<file path="src/rtl/xmem_pkg.sv">
package xmem_pkg;
  typedef enum logic [1:0] {S_IDLE, S_STRB, S_POST, S_TURN} xm_state_e;

  // added strobe cycles per wait code
  function automatic logic [1:0] wait_cycles(logic [1:0] code);
    return (code == 2'b11) ? 2'b10 : code;
  endfunction
endpackage

</file>
<file path="src/rtl/xmem_sector_decode.sv">
module xmem_sector_decode #(
  parameter int unsigned ADDR_W = 16,
  parameter int unsigned LIM_W  = 3,
  parameter logic [ADDR_W-1:0] EXT_BASE = 16'h2200
) (
  input  logic [ADDR_W-1:0] addr_i,
  input  logic [LIM_W-1:0]  limit_i,
  input  logic [1:0]        wait_lo_i,
  input  logic [1:0]        wait_hi_i,
  output logic              ext_o,
  output logic [1:0]        wait_code_o
);
  localparam int unsigned SEG_LSB = ADDR_W - LIM_W;

  logic [LIM_W-1:0] seg;
  logic [LIM_W-1:0] start_seg;
  logic             upper;

  assign seg   = addr_i[ADDR_W-1:SEG_LSB];
  assign ext_o = (addr_i >= EXT_BASE);

  // all-ones code saturates to the top segment
  assign start_seg = (limit_i == '1) ? limit_i : limit_i + LIM_W'(1);
  assign upper     = (limit_i == '0) || (seg >= start_seg);

  assign wait_code_o = upper ? wait_hi_i : wait_lo_i;
endmodule

</file>
<file path="src/rtl/xmem_strobe_fsm.sv">
module xmem_strobe_fsm
  import xmem_pkg::*;
#(
  parameter int unsigned ADDR_W = 16,
  parameter int unsigned DATA_W = 8
) (
  input  logic              clk_i,
  input  logic              rst_ni,
  input  logic              req_i,
  input  logic              we_i,
  input  logic [ADDR_W-1:0] addr_i,
  input  logic [DATA_W-1:0] wdata_i,
  input  logic              ext_hit_i,
  input  logic [1:0]        wait_code_i,
  input  logic [DATA_W-1:0] ext_data_i,
  output logic              ack_o,
  output logic [DATA_W-1:0] rdata_o,
  output logic [ADDR_W-1:0] ext_addr_o,
  output logic [DATA_W-1:0] ext_data_o,
  output logic              ext_data_oe_o,
  output logic              ext_rd_o,
  output logic              ext_wr_o
);
  xm_state_e         state_q;
  logic [1:0]        cnt_q;
  logic              turn_q;
  logic              we_q;
  logic [ADDR_W-1:0] addr_q;
  logic [DATA_W-1:0] wdata_q;
  logic [DATA_W-1:0] rdata_q;
  logic              strb;

  always_ff @(posedge clk_i or negedge rst_ni) begin
    if (!rst_ni) begin
      state_q <= S_IDLE;
      cnt_q   <= '0;
      turn_q  <= 1'b0;
      we_q    <= 1'b0;
      addr_q  <= '0;
      wdata_q <= '0;
      rdata_q <= '0;
    end else begin
      unique case (state_q)
        S_IDLE: if (req_i && ext_hit_i) begin
          state_q <= S_STRB;
          cnt_q   <= wait_cycles(wait_code_i);
          turn_q  <= (wait_code_i == 2'b11);
          we_q    <= we_i;
          addr_q  <= addr_i;
          wdata_q <= wdata_i;
        end
        S_STRB: begin
          if (cnt_q == '0) begin
            state_q <= S_POST;
            if (!we_q) rdata_q <= ext_data_i;
          end else begin
            cnt_q <= cnt_q - 2'd1;
          end
        end
        S_POST: state_q <= turn_q ? S_TURN : S_IDLE;
        S_TURN: state_q <= S_IDLE;
        default: state_q <= S_IDLE;
      endcase
    end
  end

  assign strb          = (state_q == S_STRB);
  assign ext_rd_o      = strb && !we_q;
  assign ext_wr_o      = strb && we_q;
  assign ack_o         = (state_q == S_POST);
  assign ext_data_oe_o = we_q && (strb || state_q == S_POST);
  assign ext_addr_o    = addr_q;
  assign ext_data_o    = wdata_q;
  assign rdata_o       = rdata_q;


  rd_wr_excl_chk: assert property (@(posedge clk_i) disable iff (!rst_ni)
    !(ext_rd_o && ext_wr_o));

  ack_pulse_chk: assert property (@(posedge clk_i) disable iff (!rst_ni)
    ack_o |=> !ack_o);

  ack_after_strobe_chk: assert property (@(posedge clk_i) disable iff (!rst_ni)
    $fell(ext_rd_o || ext_wr_o) |-> ack_o);

  addr_stable_chk: assert property (@(posedge clk_i) disable iff (!rst_ni)
    (strb && $past(strb)) |-> $stable(ext_addr_o));

  strobe_max_chk: assert property (@(posedge clk_i) disable iff (!rst_ni)
    (strb && $past(strb) && $past(strb, 2)) |=> !strb);

  wdata_hold_chk: assert property (@(posedge clk_i) disable iff (!rst_ni)
    $fell(ext_wr_o) |-> (ext_data_oe_o && $stable(ext_data_o)));

  turn_gap_chk: assert property (@(posedge clk_i) disable iff (!rst_ni)
    (ack_o && turn_q) |=> !strb ##1 !strb);
endmodule

</file>
<file path="src/rtl/xmem_sector_seq.sv">
module xmem_sector_seq #(
  parameter int unsigned ADDR_W = 16,
  parameter int unsigned DATA_W = 8,
  parameter int unsigned LIM_W  = 3,
  parameter logic [ADDR_W-1:0] EXT_BASE = 16'h2200
) (
  input  logic              clk_i,
  input  logic              rst_ni,
  input  logic              req_i,
  input  logic              we_i,
  input  logic [ADDR_W-1:0] addr_i,
  input  logic [DATA_W-1:0] wdata_i,
  output logic              ack_o,
  output logic [DATA_W-1:0] rdata_o,
  input  logic [LIM_W-1:0]  cfg_limit_i,
  input  logic [1:0]        cfg_wait_lo_i,
  input  logic [1:0]        cfg_wait_hi_i,
  output logic [ADDR_W-1:0] ext_addr_o,
  output logic [DATA_W-1:0] ext_data_o,
  output logic              ext_data_oe_o,
  input  logic [DATA_W-1:0] ext_data_i,
  output logic              ext_rd_o,
  output logic              ext_wr_o
);
  logic       ext_hit;
  logic [1:0] wait_code;

  xmem_sector_decode #(
    .ADDR_W(ADDR_W), .LIM_W(LIM_W), .EXT_BASE(EXT_BASE)
  ) u_dec (
    .addr_i     (addr_i),
    .limit_i    (cfg_limit_i),
    .wait_lo_i  (cfg_wait_lo_i),
    .wait_hi_i  (cfg_wait_hi_i),
    .ext_o      (ext_hit),
    .wait_code_o(wait_code)
  );

  xmem_strobe_fsm #(.ADDR_W(ADDR_W), .DATA_W(DATA_W)) u_fsm (
    .clk_i        (clk_i),
    .rst_ni       (rst_ni),
    .req_i        (req_i),
    .we_i         (we_i),
    .addr_i       (addr_i),
    .wdata_i      (wdata_i),
    .ext_hit_i    (ext_hit),
    .wait_code_i  (wait_code),
    .ext_data_i   (ext_data_i),
    .ack_o        (ack_o),
    .rdata_o      (rdata_o),
    .ext_addr_o   (ext_addr_o),
    .ext_data_o   (ext_data_o),
    .ext_data_oe_o(ext_data_oe_o),
    .ext_rd_o     (ext_rd_o),
    .ext_wr_o     (ext_wr_o)
  );


  ext_window_chk: assert property (@(posedge clk_i) disable iff (!rst_ni)
    (ext_rd_o || ext_wr_o) |-> (ext_addr_o >= EXT_BASE));
endmodule

</file>
<file path="config.mk">
export PLATFORM = sky130hd
export DESIGN_NAME = xmem_sector_seq
export DESIGN_NICKNAME = d
export VERILOG_FILES = /design/src/rtl/xmem_pkg.sv /design/src/rtl/xmem_sector_decode.sv /design/src/rtl/xmem_strobe_fsm.sv /design/src/rtl/xmem_sector_seq.sv
export SDC_FILE = /design/constraint.sdc
export NUM_CORES = 1
export LEC_CHECK = 0
export ABC_AREA = 1
export CAP_MARGIN = 10
export CORE_MARGIN = 2
export CORE_UTILIZATION = 42
export DETAILED_ROUTE_END_ITERATION = 16
export GPL_ROUTABILITY_DRIVEN = 0
export PLACE_DENSITY = 0.79
export SYNTH_ARGS = -nofsm -noshare
export SYNTH_HDL_FRONTEND = slang
export SYNTH_SLANG_ARGS = --single-unit
</file>
<file path="constraint.sdc">
create_clock -name clk_i -period 1.55 [get_ports clk_i]
set_clock_uncertainty 0.05 [all_clocks]
set_input_delay 0.2325 -clock clk_i [delete_from_list [all_inputs] [get_ports clk_i]]
set_output_delay 0.2325 -clock clk_i [all_outputs]
set_load 0.1 [all_outputs]
</file>
==> results_dict.tcl, run 1 <==
set metrics [dict create \
    post-dp-hpwl_microns 3910 \
    yosys.cell_types.count 24 \
    grt_usage 0.219 \
    n_fill_cell 256 \
    cts_tree "done" \
    clkSlewWorstSetupHoldPaths_ps 80 \
    grt_pass1_vias 1916 \
    crit_required_ps 1270 \
    die_y_microns 71.1 \
    via_count 1871 \
    initial_core_util 0.434 \
    drtIter0Drc 113 \
    num_antenna_cells 0 \
    postPlaceCellArea_sq_um 3270 \
    drc 0 \
    period_share 1.05 \
    first_pass_iters 4 \
    syn_area_sq_um 1890 \
    cts_buffers 5 \
    core_area_sq_um 4350 \
    synth_edf_count 0 \
    ys_top_cells_by_area "dfrtp_1 50%, nand2_1 13%, o21ai_0 7.1%" \
    layout_common_cells "62 x nand2_1, 39 x buf_12, 38 x dfrtp_1" \
    drive_above_1_share 0.366 \
    slowest_delay_ps 370 \
    port-buffer-count 78 \
    pin_count 79 \
    ys_warn_count 0 \
    wirelength_microns 5480 \
    crit_path_end_kind "primary output" \
    status "finished with violations" \
    die-area_sq_um 5060 \
    ant_nets 0 \
    cts_max_path_buffers 2 \
    fin_crit_ps 1620 \
    hold_depth 4 \
    insertion_delay_ps 290 \
    violations "negative setup slack" \
    maxSlewHeadroom 0.723 \
    syn_nets 262 \
    grt_max_degree 26 \
    grt_pass1_wl_microns 8670 \
    yosys.area.top_type "dfrtp_1" \
    hold_violations 0 \
    crit_arrival_ps 1340 \
    crit_path_start_kind "register" \
    fp.dieW_microns 71.1 \
    hp-class "in2reg" \
    synth_top_area_frac 0.503 \
    final_area_sq_um 3560 \
    ys_seq_elements 38 \
    cts-root-buf "clkbuf_8" \
    cp_slowest_cell "dfrtp_1" \
    worstSetupPathType "reg2out" \
    layout_commonest_cell "nand2_1" \
    setup_slack_ps -71.1 \
    r2r_cells 7 \
    worst_pin_slew_ps 416 \
    path_cells "buf_4, ha_4, inv_6, nor2_4, buf_12" \
    syn-instance-count 210 \
    rrSetupSlack_ps -40 \
    cp_max_fo 4 \
    ys.flop_type "dfrtp_1" \
    via_per_inst 5.11 \
    area_growth_pct 88.2 \
    rsz0062_at_grt "yes" \
    cts_sinks 38 \
    grt.overflow.total 0 \
    setup_violations 12 \
    drt-wirelength-per-cell_microns 15.0 \
    synth.avg_cell_area_sq_um 9.01 \
    ys_seq_area_frac 0.503 \
    num_rows 24 \
    synth-async-reset-ratio 1.00 \
    drv_cap 0 \
    drv_slew 0 \
    htree_levels 2 \
    antenna_found_initial 0 \
    nNetsFinal 365 \
    max_freq_ghz 0.617 \
]
[metal layers]
layer | part of all wire | vias to the layer above | track usage
met3 | 0.042 | 13 | 0.0456
met5 | 0 | - | 0
met1 | 0.39 | 910 | 0.250
met2 | 0.55 | 67 | 0.397
met4 | 0.022 | 0 | 0.0881
li1 | - | 881 | -
[final cells by class]
class	instances	area [sq um]	area share
Tap cell	52	65.1	0.0183
Clock inverter	2	12.5	0.00351
Clock buffer	6	82.6	0.0232
Inverter	18	81.3	0.0228
Timing Repair Buffer	102	1360	0.383
Sequential cell	38	951	0.267
Multi-Input combinational cell	148	1000	0.282
[cells by family (layout without fill, tap and decap cells)]
family,count (synthesis),after routing,synth area share
and+or+nand+nor,93,93,0.220
DFF,38,38,0.503
AOI/OAI and AO/OA,37,37,0.101
buffers and inverters,24,128,0.0642
adders and majority gates,9,9,0.0595
muxes,8,8,0.0476
xor gates and xnor gates,1,1,0.00463
[state kept, by name, indices dropped and copies added (netlist names)]
name,cells
u_fsm.rdata_o,8
u_fsm.ext_data_o,8
u_fsm.state_q,2
u_fsm.cnt_q,2
u_fsm.we_q,1
u_fsm.ext_addr_o,16
u_fsm.turn_q,1
[cell usage after synthesis (2+ instances only)]
master	n
clkbuf_2	2
o21ai_1	3
mux2_2	8
nand2_2	5
nand3_1	5
dfrtp_1	38
nand4_1	4
nand2_1	66
inv_1	16
a21oi_1	5
nand2_4	2
inv_2	2
o21ai_0	27
ha_1	9
nor2_1	9
[worst max-delay path, delay by kind of cell, from the launching register on]
family / cells / cell delay [ps]
flops: 1 / 370
simple gates: 1 / 140
fa+ha+maj: 1 / 170
buf+inv: 3 / 370
[through the flow]
stage	setup WS, ps	utilization	hold slack, ps	cells	TNS, ps
after floorplan	-283	-	-113	210	-2310
after global placement	-733	0.751	137	351	-4990
after detailed placement	-870	0.751	142	351	-5940
after CTS	-52.8	0.794	357	365	-127
after global routing	-102	0.818	314	366	-970
final	-71.1	0.818	281	366	-454
[worst paths after layout]
check / end / startpoint
worst min-delay path: u_fsm.ext_addr_o[13]$_DFFE_PN0P_ / addr_i[13]
max in group asynchronous: u_fsm.rdata_o[4]$_DFFE_PN0P_ / rst_ni
worst max-delay path: ext_rd_o / u_fsm.state_q[0]$_DFFE_PN0P_
worst max register to register: u_fsm.rdata_o[7]$_DFFE_PN0P_ / u_fsm.state_q[0]$_DFFE_PN0P_
min in group asynchronous: u_fsm.ext_addr_o[1]$_DFFE_PN0P_ / rst_ni
worst min register to register: u_fsm.cnt_q[1]$_DFFE_PN0P_ / u_fsm.cnt_q[1]$_DFFE_PN0P_
[what timing repair did]
item | CTS | global route
pin swaps | 8 | 14
endpoints found under the hold margin | 16 | 0
hold buffers | 1 | 0
endpoints found under the setup margin | 5 | 16
resized for setup | 22 | 27
buffers inserted | 5 | 1
Power of run 1 is not shown: default switching activity piles up to over one toggle a cycle in this logic, so the estimate is an artifact.
==> inputs of run 2 (changes only) <==
REMOVE_ABC_BUFFERS = 1   (was unset)
==> results_dict.tcl, run 2 (synthesized netlist as in run 1, its figures left out) <==
set metrics [dict create \
    max_freq_ghz 0.610 \
    final-seq-area_sq_um 951 \
    die_y_microns 71.1 \
    initial_core_util 0.434 \
    top_layer_used "met4" \
    via_per_inst 5.06 \
    multi_input_area_sq_um 993 \
    setup_violations 6 \
    num_antenna_cells 0 \
    crit_path_start_kind "register" \
    insertion_delay_ps 280 \
    layout_commonest_cell "nand2_1" \
    crit_arrival_ps 1360 \
    wl_met3_microns 325 \
    hold_violations 0 \
    worstSetupPathType "reg2out" \
    period_share 1.06 \
    grt_max_degree 39 \
    pin_count 79 \
    fin_crit_ps 1640 \
    num_rows 24 \
    grt_pass1_wl_microns 8650 \
    cts_sinks 38 \
    fp.dieW_microns 71.1 \
    rsz0062_at_grt "yes" \
    drc 0 \
    largest_reg_flops 16 \
    crit_top_cell "inv_2" \
    htree_levels 2 \
    crit_required_ps 1270 \
    grt_pass1_vias 1920 \
    nNetsFinal 364 \
    path_cells "inv_2, ha_4, nand2_2, inv_2, buf_12" \
    hp-class "in2async" \
    drive_above_1_share 0.375 \
    crit_path_end_kind "primary output" \
    area_growth_pct 87.2 \
    setup_slack_ps -88.4 \
    cts_buffers 5 \
    post-dp-hpwl_microns 3740 \
    cts_tree "done" \
    cp_max_fo 3 \
    die-area_sq_um 5060 \
    cts-root-buf "clkbuf_8" \
    drt-wirelength-per-cell_microns 14.9 \
    postPlaceCellArea_sq_um 3210 \
    ant_nets 0 \
    n_fill_cell 253 \
    status "finished with violations" \
    core_area_sq_um 4350 \
    grt_usage 0.219 \
    first_pass_iters 4 \
    wirelength_microns 5430 \
    final_area_sq_um 3540 \
    violations "negative setup slack" \
    drtIter0Drc 135 \
    grt.overflow.total 0 \
    port-buffer-count 78 \
    met2_length_microns 2790 \
    via_count 1843 \
    drt-met1-wl_microns 2120 \
    antenna_found_initial 0 \
    cp_slowest_cell "dfrtp_1" \
    cts_max_path_buffers 2 \
    worst_pin_slew_ps 329 \
    maxSlewHeadroom 0.778 \
    clkSlewWorstSetupHoldPaths_ps 70 \
    drv_slew 0 \
    layout_common_cells "59 x nand2_1, 38 x buf_12, 38 x dfrtp_1" \
    slowest_delay_ps 440 \
    drv_cap 0 \
]
-- run 2: changes by cell type in the layout (fill, tap and decap cells not counted), sizes merged --
cell and delta:
dlymetal6s2s -2, clkinvlp -2, buf -1, inv +1, dlygate4sd2 +2, bufinv +1, clkinv -1
-- run 2: cell type report --
class | count | area share
Inverter | 18 | 0.0212
Tap cell | 52 | 0.0184
Timing Repair Buffer | 101 | 0.380
Multi-Input combinational cell | 148 | 0.280
Sequential cell | 38 | 0.268
Clock inverter | 1 | 0.00848
Clock buffer | 6 | 0.0233
-- run 2: final timing paths --
| path | startpoint | to | slack, ps | cells after the start |
|---|---|---|---|---|
| max in group asynchronous | rst_ni | u_fsm.ext_data_o[0]$_DFFE_PN0P_ | 870 | 3 |
| min | rst_ni | u_fsm.ext_addr_o[8]$_DFFE_PN0P_ | 390 | 3 |
| min in group clk_i | addr_i[1] | u_fsm.ext_addr_o[1]$_DFFE_PN0P_ | 430 | 3 |
| max reg2reg | u_fsm.state_q[0]$_DFFE_PN0P_ | u_fsm.rdata_o[1]$_DFFE_PN0P_ | 50 | 5 |
| max | u_fsm.state_q[0]$_DFFE_PN0P_ | ext_data_oe_o | -90 | 5 |
| min reg2reg | u_fsm.cnt_q[1]$_DFFE_PN0P_ | u_fsm.cnt_q[1]$_DFFE_PN0P_ | 450 | 2 |
-- run 2: per-stage QoR --
stage / util / setup slack [ps] / instances / setup TNS, ps / hold WS (ps)
after floorplan: - / -416 / 204 / -4040 / -113
final: 0.814 / -88.4 / 364 / -312 / 390
after CTS: 0.801 / -73.7 / 363 / -213 / 398
after global routing: 0.814 / -141 / 364 / -755 / 410
after detailed placement: 0.736 / -829 / 353 / -5820 / 162
after global placement: 0.736 / -658 / 353 / -4510 / 160
-- run 2: worst max-delay path: cells and delay by family, from the launching register on --
family	cells	cell delay [ps]
fa+ha+maj	1	270
flops	1	440
buf+inv	3	310
simple gates	1	50
-- run 2: metal layers --
layer	vias to the layer above	track usage
met5	-	0
met4	0	0.109
met3	19	0.0413
met2	83	0.387
met1	866	0.252
li1	875	-
-- run 2: timing repair --
| action | CTS | global route |
|---|---|---|
| hold buffers | 1 | 0 |
| pin swaps | 14 | 12 |
| endpoints found under the setup margin | 7 | 9 |
| endpoints found under the hold margin | 38 | 0 |
| gates resized for setup | 50 | 11 |
| setup buffers | 3 | 1 |
Power of run 2 is left out for the same reason.
==> inputs of run 3 (changes only) <==
CAP_MARGIN = 20   (was 10)
CTS_CLUSTER_DIAMETER = 100   (was unset)
==> results of run 3 <==
Same layout as run 2: the final DEF is identical, and so are final timing and power.
Power of run 3 is left out for the same reason.
